### config.mk
export PLATFORM = sky130hd
export DESIGN_NAME = ledcfg_serial_port
export DESIGN_NICKNAME = d
export VERILOG_FILES = /design/src/rtl/ledcfg_pkg.sv /design/src/rtl/ledcfg_sync.sv /design/src/rtl/ledcfg_edge.sv /design/src/rtl/ledcfg_shift.sv /design/src/rtl/ledcfg_hold.sv /design/src/rtl/ledcfg_serial_port.sv
export SDC_FILE = /design/constraint.sdc
export NUM_CORES = 1
export LEC_CHECK = 0
export BUFFER_PORTS_ARGS = -buffer_cell sky130_fd_sc_hd__clkbuf_2
export CAP_MARGIN = 10
export CORE_MARGIN = 1.5
export CORE_UTILIZATION = 51
export CTS_BUF_LIST = sky130_fd_sc_hd__clkbuf_16
export CTS_CLUSTER_DIAMETER = 60
export DETAILED_ROUTE_END_ITERATION = 7
export HOLD_SLACK_MARGIN = 0.03
export PLACE_DENSITY_LB_ADDON = 0.05
export SKIP_CTS_REPAIR_TIMING = 1
export SLEW_MARGIN = 20
export SYNTH_ARGS = -nofsm -noshare
export SYNTH_HDL_FRONTEND = slang
export SYNTH_SLANG_ARGS = --single-unit
### constraint.sdc
create_clock -name clk -period 1.47 [get_ports clk]
set_clock_uncertainty 0.1 [all_clocks]
set_input_delay 0.2205 -clock clk [delete_from_list [all_inputs] [get_ports clk]]
set_output_delay 0.2205 -clock clk [all_outputs]
set_load 0.05 [all_outputs]
### src/rtl/ledcfg_pkg.sv
package ledcfg_pkg;
  localparam int unsigned CH_DEF   = 16;
  localparam int unsigned TRIM_DEF = 7;
  localparam int unsigned SYNC_DEF = 2;

  // asynchronous pin bundle, synchronized as one vector
  typedef struct packed {
    logic sel;
    logic lat;
    logic sck;
    logic sdi;
  } pins_t;

  // single-cycle strobes derived from synchronized samples
  typedef struct packed {
    logic sck_rise;
    logic lat_rise;
    logic lat_fall;
  } evt_t;
endpackage

### src/rtl/ledcfg_sync.sv
module ledcfg_sync #(
  parameter int unsigned W      = 1,
  parameter int unsigned STAGES = 2
) (
  input  logic         clk,
  input  logic         rst,
  input  logic [W-1:0] d,
  output logic [W-1:0] q
);
  logic [W-1:0] st [STAGES];

  generate
    for (genvar i = 0; i < STAGES; i++) begin : g_stage
      if (i == 0) begin : g_first
        always_ff @(posedge clk) begin
          if (rst) st[i] <= '0;
          else     st[i] <= d;
        end
      end else begin : g_next
        always_ff @(posedge clk) begin
          if (rst) st[i] <= '0;
          else     st[i] <= st[i-1];
        end
      end
    end
  endgenerate

  assign q = st[STAGES-1];
endmodule

### src/rtl/ledcfg_edge.sv
module ledcfg_edge (
  input  logic clk,
  input  logic rst,
  input  logic sck_s,
  input  logic lat_s,
  output logic sck_rise,
  output logic lat_rise,
  output logic lat_fall
);
  logic sck_d, lat_d;

  always_ff @(posedge clk) begin
    if (rst) begin
      sck_d <= 1'b0;
      lat_d <= 1'b0;
    end else begin
      sck_d <= sck_s;
      lat_d <= lat_s;
    end
  end

  assign sck_rise = sck_s & ~sck_d;
  assign lat_rise = lat_s & ~lat_d;
  assign lat_fall = ~lat_s & lat_d;
endmodule

### src/rtl/ledcfg_shift.sv
module ledcfg_shift #(
  parameter int unsigned CH   = 16,
  parameter int unsigned TRIM = 7
) (
  input  logic                 clk,
  input  logic                 rst,
  input  logic                 sel,
  input  logic                 sdi,
  input  logic                 sck_rise,
  input  logic                 lat_fall,
  input  logic [CH-1:0]        status,
  output logic [CH-1:0]        en_path,
  output logic [CH*TRIM-1:0]   tr_path
);
  localparam int unsigned TL = CH * TRIM;

  // enable path: active when sel is low; status reload wins over a shift
  always_ff @(posedge clk) begin
    if (rst) begin
      en_path <= '0;
    end else if (!sel) begin
      if (lat_fall)      en_path <= status;
      else if (sck_rise) en_path <= {en_path[CH-2:0], sdi};
    end
  end

  // trim path: active when sel is high; latch fall does not touch it
  always_ff @(posedge clk) begin
    if (rst) begin
      tr_path <= '0;
    end else if (sel && sck_rise) begin
      tr_path <= {tr_path[TL-2:0], sdi};
    end
  end

  AST_TRIM_IDLE: assert property (@(posedge clk) disable iff (rst)
    !sel |=> $stable(tr_path));
  AST_STATUS_LOAD: assert property (@(posedge clk) disable iff (rst)
    (lat_fall && !sel) |=> (en_path == $past(status)));
  AST_TRIM_FALL_KEEP: assert property (@(posedge clk) disable iff (rst)
    (lat_fall && sel && !sck_rise) |=> $stable(tr_path));
  AST_EN_SHIFT: assert property (@(posedge clk) disable iff (rst)
    (sck_rise && !sel && !lat_fall) |=> (en_path[CH-1:1] == $past(en_path[CH-2:0])));
endmodule

### src/rtl/ledcfg_hold.sv
module ledcfg_hold #(
  parameter int unsigned CH   = 16,
  parameter int unsigned TRIM = 7
) (
  input  logic               clk,
  input  logic               rst,
  input  logic               sel,
  input  logic               lat_rise,
  input  logic [CH-1:0]      en_path,
  input  logic [CH*TRIM-1:0] tr_path,
  output logic [CH-1:0]      en_q,
  output logic [CH*TRIM-1:0] tr_q
);
  always_ff @(posedge clk) begin
    if (rst) begin
      en_q <= '0;
      tr_q <= '0;
    end else if (lat_rise) begin
      if (sel) tr_q <= tr_path;
      else     en_q <= en_path;
    end
  end

  AST_EN_KEEP: assert property (@(posedge clk) disable iff (rst)
    !(lat_rise && !sel) |=> $stable(en_q));
  AST_TRIM_KEEP: assert property (@(posedge clk) disable iff (rst)
    !(lat_rise && sel) |=> $stable(tr_q));
  AST_EN_LOAD: assert property (@(posedge clk) disable iff (rst)
    (lat_rise && !sel) |=> (en_q == $past(en_path)));
  AST_TRIM_LOAD: assert property (@(posedge clk) disable iff (rst)
    (lat_rise && sel) |=> (tr_q == $past(tr_path)));
endmodule

### src/rtl/ledcfg_serial_port.sv
module ledcfg_serial_port
  import ledcfg_pkg::*;
#(
  parameter int unsigned CH     = CH_DEF,
  parameter int unsigned TRIM   = TRIM_DEF,
  parameter int unsigned STAGES = SYNC_DEF
) (
  input  logic                 clk,
  input  logic                 rst,
  input  logic                 sdi,
  input  logic                 sck,
  input  logic                 latch,
  input  logic                 path_sel,
  input  logic [CH-1:0]        open_flags,
  output logic                 sdo,
  output logic [CH-1:0]        chan_on,
  output logic [CH*TRIM-1:0]   dot_corr
);
  localparam int unsigned TL = CH * TRIM;
  localparam int unsigned PW = $bits(pins_t);

  pins_t            pins_raw, pins_s;
  evt_t             evt;
  logic [CH-1:0]    status_s;
  logic [CH-1:0]    en_path;
  logic [TL-1:0]    tr_path;

  assign pins_raw = {path_sel, latch, sck, sdi};

  ledcfg_sync #(.W(PW), .STAGES(STAGES)) u_pin_sync (
    .clk (clk), .rst (rst), .d (pins_raw), .q (pins_s)
  );

  ledcfg_sync #(.W(CH), .STAGES(STAGES)) u_stat_sync (
    .clk (clk), .rst (rst), .d (open_flags), .q (status_s)
  );

  ledcfg_edge u_edge (
    .clk      (clk),
    .rst      (rst),
    .sck_s    (pins_s.sck),
    .lat_s    (pins_s.lat),
    .sck_rise (evt.sck_rise),
    .lat_rise (evt.lat_rise),
    .lat_fall (evt.lat_fall)
  );

  ledcfg_shift #(.CH(CH), .TRIM(TRIM)) u_shift (
    .clk      (clk),
    .rst      (rst),
    .sel      (pins_s.sel),
    .sdi      (pins_s.sdi),
    .sck_rise (evt.sck_rise),
    .lat_fall (evt.lat_fall),
    .status   (status_s),
    .en_path  (en_path),
    .tr_path  (tr_path)
  );

  ledcfg_hold #(.CH(CH), .TRIM(TRIM)) u_hold (
    .clk      (clk),
    .rst      (rst),
    .sel      (pins_s.sel),
    .lat_rise (evt.lat_rise),
    .en_path  (en_path),
    .tr_path  (tr_path),
    .en_q     (chan_on),
    .tr_q     (dot_corr)
  );

  // registered serial output: last stage of whichever path is active
  always_ff @(posedge clk) begin
    if (rst) sdo <= 1'b0;
    else     sdo <= pins_s.sel ? tr_path[TL-1] : en_path[CH-1];
  end

  AST_RESET_CLEAR: assert property (@(posedge clk)
    rst |=> (chan_on == '0 && dot_corr == '0 && !sdo));
endmodule

==> metrics.md, run 1 <==
| Metric | Value |
|---|---|
| Row Count | slightly above 50 |
| Max cap viols | 0 |
| Count of clock tree sinks | 299 |
| Share of flip-flops with an asynchronous set or reset | 0% |
| Main combinational cell family by area after synthesis | simple AND/OR/NAND/NOR gates |
| Startpoint Class | register |
| Final clock period utilization by the worst path | 98.04% |
| Core region area | slightly below 20000 um2 |
| Area of the mapped netlist | 10270 um2 |
| Overall die width | roughly 140 um |
| Cell breakdown of the critical path | buf_4 |
| Run status | finished, final reports clean |
| Most frequently used flop master after synthesis | dfxtp_1 |
| Mux cell area share after synthesis | ~1.7% |
| Worst-case register-to-register setup slack | 0.08 ns |
| Start-to-end type of the worst setup path | reg2out |
| N_diodes | 0 |
| Max H-tree Level | 1 |
| Global routing met2 resource utilization | a little under a third |
| Remaining max-slew budget at the tightest pin | 78.18% |
| Net switching power | 3.218 mW |
| Max-slew violations | 0 |
| Reg-to-Reg End | u_hold.tr_q[52]$_SDFFE_PP0P_ |
| Part of the total power dissipated in sequential elements | 52.1% |
| Switching share of power | 20.51% |
| Synthesized-area fraction occupied by and/or/nand/nor cells | between 20% and 30% |
| Setup Total Neg Slack | 0 ns |
| Global routing met3 resource utilization | 3.258% |
| Path depth of the worst reg2reg path | 5 |
| Most common cell after layout, fill and taps aside | nand2_1 |
| Number of buffers added by the clock tree synthesis step | 30 |
| Count of routing violations after the opening detailed-route iteration | about 410 |
| Count of input and output buffers | 150 |
| Highest clock frequency the design can meet | 693.9 MHz |
| Crit path max-delay family | flip-flops |
| Hold WC Path Type | in2reg |
| Length of the first detailed-routing pass in iterations | 4 |
| Clock root buffer master | clkbuf_16 |
| CP bufs+invs | 1 |
| Clock tree from TritonCTS | done |
| CP required | ~1.2 ns |
| Pwr dens | 1211 nW/um2 |
| Number of storage elements in the synthesis netlist | 299 |
| Area Overhead vs Synth | 26.19% |
| Share of power burned in the clock network | 45.2% |
| Total DRC errors in the routed layout | 0 |
| Later-pin clock latency in the skew report | 0.54 ns |
| Last weighted congestion value of the routability-driven placer | 0.7177 |
| Worst Hold Launch | open_flags[5] |
| Largest cells by area after synthesis | dfxtp_1 58%, nand2_1 18%, a21oi_1 12%, nor2b_1 2.6%, buf_6 2.2% |
| Worst hold path cell count | 3 |
| Worst path max stage delay | around 0.37 ns |
| Total global routing overflow | 0 |
| Vias | 8087 |
| Instance count of the mapped netlist | 1213 |
| Slew at the pin closest to its max-slew limit | 0.3273 ns |
| Wire length of the first global-routing pass | about 33000 um |
| Number of antenna violations at the first check in global routing | 0 |
| Final setup viols | 0 |
| YS warnings | 0 |
| Leakage | 4.658 nW |
| Clock Pin Slew Worst Setup and Hold Paths | 0.06 ns |
| Per-cell via count in the routed design | a little under 5 |
| Source of the worst register-to-register timing path | u_edge.lat_d$_SDFF_PP0_ |
| Post-synth cell types | 20 |
| Nets@finish | 1384 |
| Worst voltage drop across the vdd grid | ~0.8 mV |
| Endpoint with the worst hold slack | u_stat_sync.st[0][5]$_SDFF_PP0_ |
| Routed length per placed instance | 13.08 um |
| Post-Synthesis Mean Instance Area | 8.463 um2 |
| Final min period | 1.441 ns |
| Kind of end point of the critical path | output pin |
| Complex-gate fraction of the synthesized area | 12.85% |
| Die height | 144.9 um |
| Maximum number of pins on one net before global-route repair | 73 |
| GRT Resource Usage Total | roughly a fifth |
| Fraction of the core area covered by cells at the end of the flow | 66.13% |
| Area leader, netlist | dfxtp_1 |
| Number of global-route vias before repair | 7005 |
| Highest-count cells in the layout ignoring fill and taps | 480 x nand2_1, 295 x dfxtp_1, 240 x a21oi_1 |
| Placed instance count | around 1.6k |
| Worst path slowest cell | dfxtp_1 |
| Initial Util | 52.40% |
| Half-perimeter wire length after placement | roughly 12000 um |
| Net count of the mapped netlist | around 1.2k |
| Adder-cell area share of the yosys netlist | 0% |
| Power Internal | 12.47 mW |
| Comb pwr share | 2.7% |
| Xor/xnor cell area share of the yosys netlist | 0% |
| Met1 Resource Use GR | 25.02% |
| Hold Violations, Final | 0 |
| Final standard cell count with taps included and fillers excluded | 1648 |
| Number of top-level design ports | between 150 and 200 |
| Signal arrival time at the worst endpoint | 1.12 ns |
| Highest net fanout along the worst path | 2 |
| Number of enable-type register cells in the synthesized netlist | 0 |
| Filler cell count in the final layout | 1700 |
| Routed wire length | 21560 um |
| Share of post-route cells with drive strength above 1 | 16.99% |
| Portion of synthesized cell area occupied by the leading cell type | 58.31% |
| DIE AREA | around 21000 um2 |
| GRT busiest layer | met2 |
| Maximum buffer depth of the clock tree | 3 |
| Post-route antenna net violation count | 0 |
| Register area share after synthesis | 58.31% |
kinds of logic after synthesis:
| logic type | count (synthesis) |
|---|---|
| simple gates | 548 |
| compound gates | 258 |
| flops | 299 |
| mux | 17 |
| buf+inv | 91 |
registers in the layout (all words and copies together), names as in the netlist, 8 cells and up:
signal,flops
u_shift.en_path,16
u_hold.tr_q,112
u_pin_sync.st,8
u_hold.en_q,16
u_shift.tr_path,112
u_stat_sync.st,32
synthesized netlist by cell type, types with 2 or more instances:
| cell type | count |
|---|---|
| nand3b_1 | 2 |
| o22ai_1 | 16 |
| dfxtp_1 | 299 |
| clkbuf_1 | 33 |
| mux2i_1 | 17 |
| nand2b_1 | 18 |
| buf_4 | 3 |
| buf_6 | 20 |
| a21oi_1 | 240 |
| buf_1 | 4 |
| and3b_1 | 2 |
| nand2_1 | 480 |
| nor2b_1 | 43 |
| buf_2 | 30 |
worst max-delay path by stage:
stage	from	endpoint	slack (ns)	cells after the start
6_report	u_hold.tr_q[88]$_SDFFE_PP0P_	dot_corr[88]	0.03	1
5_1_grt	u_edge.lat_d$_SDFF_PP0_	u_hold.tr_q[78]$_SDFFE_PP0P_	-0.01	5
4_1_cts	u_hold.tr_q[100]$_SDFFE_PP0P_	dot_corr[100]	-0.08	1
3_5_place_dp	u_pin_sync.st[1][2]$_SDFF_PP0_	u_shift.en_path[12]$_SDFFE_PP0P_	-0.02	3
3_3_place_gp	u_pin_sync.st[1][2]$_SDFF_PP0_	u_shift.en_path[10]$_SDFFE_PP0P_	0.03	3
2_1_floorplan	u_pin_sync.st[1][3]$_SDFF_PP0_	u_hold.en_q[10]$_SDFFE_PP0P_	0.06	6
final cells by class:
class / count / area (um2) / area share (%)
timing repair buffer: 208 / 1961 / 15.13
sequential: 299 / 5991 / 46.24
clock inverter: 22 / 147.6 / 1.140
clock buffer: 31 / 775.7 / 5.988
multi-input combinational: 823 / 3749 / 28.94
tap: 265 / 331.6 / 2.559
power groups by stage:
stage | clock, mW | sequential (mW) | combinational (mW)
6_report | 7.09 | 8.18 | 0.423
5_1_grt | 7.63 | 8.17 | 0.458
4_1_cts | 7.27 | 8.17 | 0.361
3_5_place_dp | 0 | 8.35 | 0.361
3_3_place_gp | 0 | 8.35 | 0.360
2_1_floorplan | 0 | 8.35 | 0.235
routing by layer:
metal,vias to the layer above,routed length (um)
li1,4195,-
met1,3715,10230
met2,160,10170
met3,17,948
met4,0,206
met5,-,0
through the flow:
stage	power (mW)	hold slack, ns	worst slack (ns)	instance area [um2]
final	15.69	0.3238	0.02884	12950
after floorplan	8.582	0.2487	0.06027	10270
after global placement	8.712	0.3227	0.02532	11210
after global routing	16.26	0.3132	-0.01445	12950
after CTS	15.80	-0.2306	-0.08456	12140
after detailed placement	8.715	0.3233	-0.01773	11210
(Power assumes the default switching activity.)
==> run 2: changes to the inputs <==
--- a/config.mk
+++ b/config.mk
@@ -8,7 +8,7 @@
 export BUFFER_PORTS_ARGS = -buffer_cell sky130_fd_sc_hd__clkbuf_2
 export CAP_MARGIN = 10
 export CORE_MARGIN = 1.5
-export CORE_UTILIZATION = 51
+export CORE_UTILIZATION = 56
 export CTS_BUF_LIST = sky130_fd_sc_hd__clkbuf_16
 export CTS_CLUSTER_DIAMETER = 60
 export DETAILED_ROUTE_END_ITERATION = 7
==> constraint.sdc (replaced) <==
create_clock -name clk -period 1.45 [get_ports clk]
set_clock_uncertainty 0.1 [all_clocks]
set_input_delay 0.2175 -clock clk [delete_from_list [all_inputs] [get_ports clk]]
set_output_delay 0.2175 -clock clk [all_outputs]
set_load 0.05 [all_outputs]
==> metrics.md, run 2 (same netlist as run 1, synthesis figures left out) <==
| Metric | Value |
|---|---|
| Last weighted congestion value of the routability-driven placer | 0.7408 |
| DIE AREA | 19150 um2 |
| Wire length of the first global-routing pass | 33240 um |
| Post-place setup slack | -0.02980 ns |
| Placed Area | 11260 um2 |
| Area Overhead vs Synth | 25.28% |
| Highest net fanout along the worst path | 2 |
| Max-slew violations | 0 |
| GRT Resource Usage Total | 20.11% |
| N_diodes | 0 |
| CP required | 1.13 ns |
| Total DRC errors in the routed layout | 0 |
| Maximum buffer depth of the clock tree | 3 |
| Worst path max stage delay | 0.35 ns |
| Core region area | 17960 um2 |
| Total global routing overflow | 0 |
| Design Power | 16.12 mW |
| CP bufs+invs | 1 |
| Start-to-end type of the worst setup path | reg2out |
| Worst path slowest cell | dfxtp_1 |
| Later-pin clock latency in the skew report | ~0.53 ns |
| Worst voltage drop across the vdd grid | 1.147 mV |
| Final setup viols | 0 |
| Initial Util | 57.15% |
| Count of input and output buffers | 150 |
| Clock Pin Slew Worst Setup and Hold Paths | 0.06 ns |
| Share of post-route cells with drive strength above 1 | 16.81% |
| Max H-tree Level | 1 |
| Startpoint Class | register |
| Vias | between 8k and 9k |
| Run status | finished, final reports clean |
| Clock tree from TritonCTS | done |
| Number of antenna violations at the first check in global routing | 0 |
| Leakage | 4.629 nW |
| Crit path max-delay family | flip-flops |
| Per-cell via count in the routed design | a little over 5 |
| Number of top-level design ports | around 150 |
| Pwr dens | 1254 nW/um2 |
| Maximum number of pins on one net before global-route repair | 105 |
| Area of all placed cells without fillers | 12860 um2 |
| Hold Violations, Final | 0 |
| Die height | 138.4 um |
| Length of the first detailed-routing pass in iterations | 5 |
| Highest-count cells in the layout ignoring fill and taps | 480 x nand2_1, 295 x dfxtp_1, 240 x a21oi_1 |
| Routed length per placed instance | 12.95 um |
| Most common cell after layout, fill and taps aside | nand2_1 |
| Final clock period utilization by the worst path | between 90% and 100% |
| Setup ws final | a little under 0.01 ns |
| Remaining max-slew budget at the tightest pin | between 60% and 70% |
| Cell breakdown of the critical path | clkbuf_4 |
| Final standard cell count with taps included and fillers excluded | around 1.6k |
| Overall die width | 138.4 um |
| Nets@finish | between 1k and 1.5k |
| Post-route antenna net violation count | 0 |
| Final min period | 1.440 ns |
| Half-perimeter wire length after placement | roughly 12000 um |
| Kind of end point of the critical path | output pin |
| Routed wire length | 20760 um |
| Clock root buffer master | clkbuf_16 |
| Slew at the pin closest to its max-slew limit | 0.4618 ns |
| Hold WC Path Type | in2reg |
| Count of routing violations after the opening detailed-route iteration | between 400 and 500 |
| Row Count | 49 |
| Placed instance count | 1529 |
| Count of clock tree sinks | 299 |
| Max cap viols | 0 |
| Signal arrival time at the worst endpoint | about 1.1 ns |
| Highest clock frequency the design can meet | 694.3 MHz |
| Number of global-route vias before repair | 7098 |
| Largest registers in the final layout | u_hold.tr_q: 112 flops, u_shift.tr_path: 112 flops, u_stat_sync.st: 32 flops |
| Number of buffers added by the clock tree synthesis step | 29 |
## run 2: cell types whose count changed in the layout (fill, tap and decap cells not counted), moves of 2 or more
| cell | previous run | this run |
|---|---|---|
| buf_4 | 47 | 50 |
| buf_6 | 18 | 14 |
| clkinv_2 | 7 | 5 |
| clkbuf_16 | 35 | 31 |
| bufinv_16 | 2 | 5 |
| dlygate4sd3_1 | 24 | 20 |
| buf_12 | 18 | 23 |
## run 2: area by class of cell
| cell class | instances | area, um2 |
|---|---|---|
| Clock inverter | 21 | 216.5 |
| Timing Repair Buffer | 202 | 1893 |
| Fill cell | 1472 | 5102 |
| Tap cell | 229 | 286.5 |
| Clock buffer | 29 | 725.7 |
| Sequential cell | 299 | 5991 |
| Multi-Input combinational cell | 823 | 3749 |
## run 2: metrics by stage
stage               utilization [%]  setup TNS [ns]  hold WS, ns
floorplan                         -               0       0.2457
global placement              62.67               0       0.3204
detailed placement            62.67         -0.1352       0.3212
CTS                           67.91          -4.230      -0.2198
global route                  71.60        -0.07783      0.07069
finish                        71.60               0      0.06394
## run 2: routing by layer
metal	vias up	part of all wire (%)	GRT usage, %
met5	-	0	0
met4	0	1.9	5.263
met3	34	3.9	3.187
met2	166	48	33.94
met1	3740	47	27.02
li1	4183	-	-
## run 2: path summary, 6_finish.rpt
path / start / endpoint / slack (ns) / depth (start not counted)
worst max-delay path: u_hold.tr_q[66]$_SDFFE_PP0P_ / dot_corr[66] / 0.01 / 1
worst min-delay path: rst / u_stat_sync.st[1][0]$_SDFF_PP0_ / 0.06 / 3
worst max register to register: u_edge.lat_d$_SDFF_PP0_ / u_hold.tr_q[72]$_SDFFE_PP0P_ / 0.09 / 5
worst min register to register: u_stat_sync.st[0][10]$_SDFF_PP0_ / u_stat_sync.st[1][10]$_SDFF_PP0_ / 0.33 / 1
## run 2: where the power goes
| part | total [mW] | internal, mW | switching, mW |
|---|---|---|---|
| sequential | 8.29 | 8.27 | 0.0182 |
| combinational | 0.399 | 0.172 | 0.227 |
| clock | 7.44 | 4.48 | 2.96 |
| total | 16.1 | 12.9 | 3.20 |
==> run 3: changes to the inputs <==
--- a/config.mk
+++ b/config.mk
@@ -8,8 +8,7 @@
 export BUFFER_PORTS_ARGS = -buffer_cell sky130_fd_sc_hd__clkbuf_2
 export CAP_MARGIN = 10
 export CORE_MARGIN = 1.5
-export CORE_UTILIZATION = 56
-export CTS_BUF_LIST = sky130_fd_sc_hd__clkbuf_16
+export CORE_UTILIZATION = 58
 export CTS_CLUSTER_DIAMETER = 60
 export DETAILED_ROUTE_END_ITERATION = 7
 export HOLD_SLACK_MARGIN = 0.03
@@ -18,4 +17,5 @@
 export SLEW_MARGIN = 20
 export SYNTH_ARGS = -nofsm -noshare
 export SYNTH_HDL_FRONTEND = slang
+export SYNTH_HIERARCHICAL = 1
 export SYNTH_SLANG_ARGS = --single-unit
==> metrics.md, run 3 <==
| Metric | Value |
|---|---|
| Run status | finished, final reports clean |
| Number of buffers added by the clock tree synthesis step | 30 |
| Instance count of the mapped netlist | between 1k and 1.5k |
| Levels on crit path | 1 |
| Post-Synthesis Mean Instance Area | 9.683 um2 |
| GRT Resource Usage Total | 21.33% |
| Final min period | 1.440 ns |
| Filler cell count in the final layout | about 1.5k |
| Row Count | 52 |
| N_diodes | 0 |
| Number of antenna violations at the first check in global routing | 0 |
| Vias | 8803 |
| Count of routing violations after the opening detailed-route iteration | 463 |
| Post-synth cell types | 24 |
| Start-to-end type of the worst setup path | reg2out |
| Initial Util | 59.15% |
| Signal arrival time at the worst endpoint | 1.12 ns |
| Clock tree from TritonCTS | done |
| Overall die width | between 100 and 150 um |
| Hold WC Path Type | in2reg |
| CP required | 1.13 ns |
| Number of enable-type register cells in the synthesized netlist | 0 |
| Switching share of power | between 20% and 30% |
| Comb pwr share | about 4.8% |
| Routed wire length | between 20000 and 30000 um |
| Power Internal | 13.39 mW |
| Final setup viols | 0 |
| Net switching power | 3.731 mW |
| Pwr dens | 1159 nW/um2 |
| Share of flip-flops with an asynchronous set or reset | 0% |
| Number of storage elements in the synthesis netlist | approximately 300 |
| Worst voltage drop across the vdd grid | 0.8089 mV |
| Clock Pin Slew Worst Setup and Hold Paths | 0.06 ns |
| Max H-tree Level | 1 |
| Worst hold path cell count | 3 |
| Highest clock frequency the design can meet | 694.6 MHz |
| DIE AREA | around 22000 um2 |
| Share of power burned in the clock network | 46.4% |
| Part of the total power dissipated in sequential elements | 48.8% |
| Routed length per placed instance | 15.09 um |
| Final clock period utilization by the worst path | between 90% and 100% |
| Count of clock tree sinks | 299 |
| CP bufs+invs | 1 |
| Area leader, netlist | dfxtp_1 |
| Most frequently used flop master after synthesis | dfxtp_1 |
| Core region area | 20230 um2 |
| Share of post-route cells with drive strength above 1 | 28.20% |
| Fraction of the core area covered by cells at the end of the flow | 73.02% |
| Remaining max-slew budget at the tightest pin | 76.70% |
| Highest net fanout along the worst path | 2 |
| Number of top-level design ports | 151 |
| Cell breakdown of the critical path | buf_6 |
| Post-route antenna net violation count | 0 |
| Placed instance count | between 1.5k and 2k |
| Final standard cell count with taps included and fillers excluded | 1667 |
| Later-pin clock latency in the skew report | ~0.54 ns |
| Portion of synthesized cell area occupied by the leading cell type | 50.02% |
| Wire length of the first global-routing pass | 39280 um |
| Number of global-route vias before repair | 7920 |
| Maximum buffer depth of the clock tree | 3 |
| Most numerous cell types in the synthesized netlist | 299 x dfxtp_1, 225 x nand2_1, 116 x a21oi_1 |
| Area Overhead vs Synth | 23.45% |
| Max cap viols | 0 |
| Startpoint Class | register |
| Net count of the mapped netlist | 1258 |
| Register area share after synthesis | 50.02% |
| Nets@finish | 1395 |
| Total DRC errors in the routed layout | 0 |
| Worst path slowest cell | dfxtp_1 |
| Largest registers in the final layout | u_hold/tr_q: 112 flops, u_shift/tr_path: 112 flops, u_stat_sync/st: 32 flops |
| Clock root buffer master | clkbuf_16 |
| Path depth of the worst reg2reg path | 6 |
| Hold Violations, Final | 0 |
| Area of the mapped netlist | 11970 um2 |
| Slew at the pin closest to its max-slew limit | 0.3495 ns |
| Top-count cell post-synth | dfxtp_1 |
| Kind of end point of the critical path | output pin |
| Max-slew violations | 0 |
| Most common cell after layout, fill and taps aside | dfxtp_1 |
| Unrepaired setup endpoints after global routing | yes |
| YS warnings | 6 |
| Crit path max-delay family | flip-flops |
| Total global routing overflow | 0 |
| Worst path max stage delay | 0.40 ns |
| WHS | approximately 0.33 ns |
| Half-perimeter wire length after placement | 14210 um |
| Leakage | 5.263 nW |
| Die height | 146.6 um |
| Highest-count cells in the layout ignoring fill and taps | 291 x dfxtp_1, 224 x nand2_1, 115 x a21oi_1 |
| Count of input and output buffers | 150 |
| Maximum number of pins on one net before global-route repair | 81 |
| Per-cell via count in the routed design | 5.281 |
| Length of the first detailed-routing pass in iterations | 5 |
| Largest cells by area after synthesis | dfxtp_1 50%, a21bo_1 9.0%, a21oi_2 7.9%, nand2_1 7.1%, a21oi_1 4.9% |
| Last weighted congestion value of the routability-driven placer | 0.7157 |
-- run 3: layer usage --
| layer | GRT usage [%] | up-vias | part of all wire [%] |
|---|---|---|---|
| met3 | 3.031 | 20 | 3.8 |
| met1 | 31.62 | 4140 | 49 |
| met4 | 5.051 | 0 | 1.1 |
| met5 | 0 | - | 0 |
| li1 | - | 4475 | - |
| met2 | 32.78 | 168 | 46 |
-- run 3: final timing paths --
check,startpoint,to,slack [ns]
setup / recovery,u_hold/tr_q[13]$_SDFFE_PP0P_,dot_corr[13],0.01
hold reg to reg,u_stat_sync/st[0][0]$_SDFF_PP0_,u_stat_sync/st[1][0]$_SDFF_PP0_,0.33
setup reg to reg,u_pin_sync/st[1][1]$_SDFF_PP0_,u_shift/en_path[0]$_SDFFE_PP0P_,0.03
hold / removal,open_flags[12],u_stat_sync/st[0][12]$_SDFF_PP0_,0.33
-- run 3: final cells by class --
type                       count  area (um2)  share of cell area [%]
sequential                   299        5998                   40.60
multi-input combinational    819        5180                   35.06
timing repair buffer         223        2218                   15.02
clock buffer                  40       870.8                   5.894
tap                          270       337.8                   2.287
clock inverter                16       168.9                   1.143
-- run 3: kinds of logic after synthesis --
group / after synthesis / share of synthesized area (%)
mux: 17 / 1.422
flops: 299 / 50.02
simple gates: 433 / 17.08
buf+inv: 118 / 6.963
compound gates: 369 / 24.52
-- run 3: power groups by stage --
stage                     registers [mW]  logic, mW  clock network, mW
after floorplan                     8.54      0.538                  0
after global placement              8.53      0.721                  0
after detailed placement            8.54      0.728                  0
after CTS                           8.35      0.730               8.12
after global routing                8.36      0.888               8.43
final                               8.35      0.825               7.94
-- run 3: worst min-delay path, delay by kind of cell --
kind                   cells  cell delay (ns)
and+or+nand+nor            1             0.10
buffers and inverters      2             0.61
-- run 3: metrics by stage --
step / power [mW] / area (um2) / TNS (ns) / worst slack (ns)
after detailed placement: 9.263 / 12910 / 0 / 0.01714
after floorplan: 9.074 / 11970 / 0 / 0.1217
final: 17.12 / 14770 / 0 / 0.01038
after global placement: 9.254 / 12910 / 0 / 0.05992
after global routing: 17.67 / 14770 / -0.1393 / -0.02095
after CTS: 17.20 / 13950 / -6.128 / -0.1073
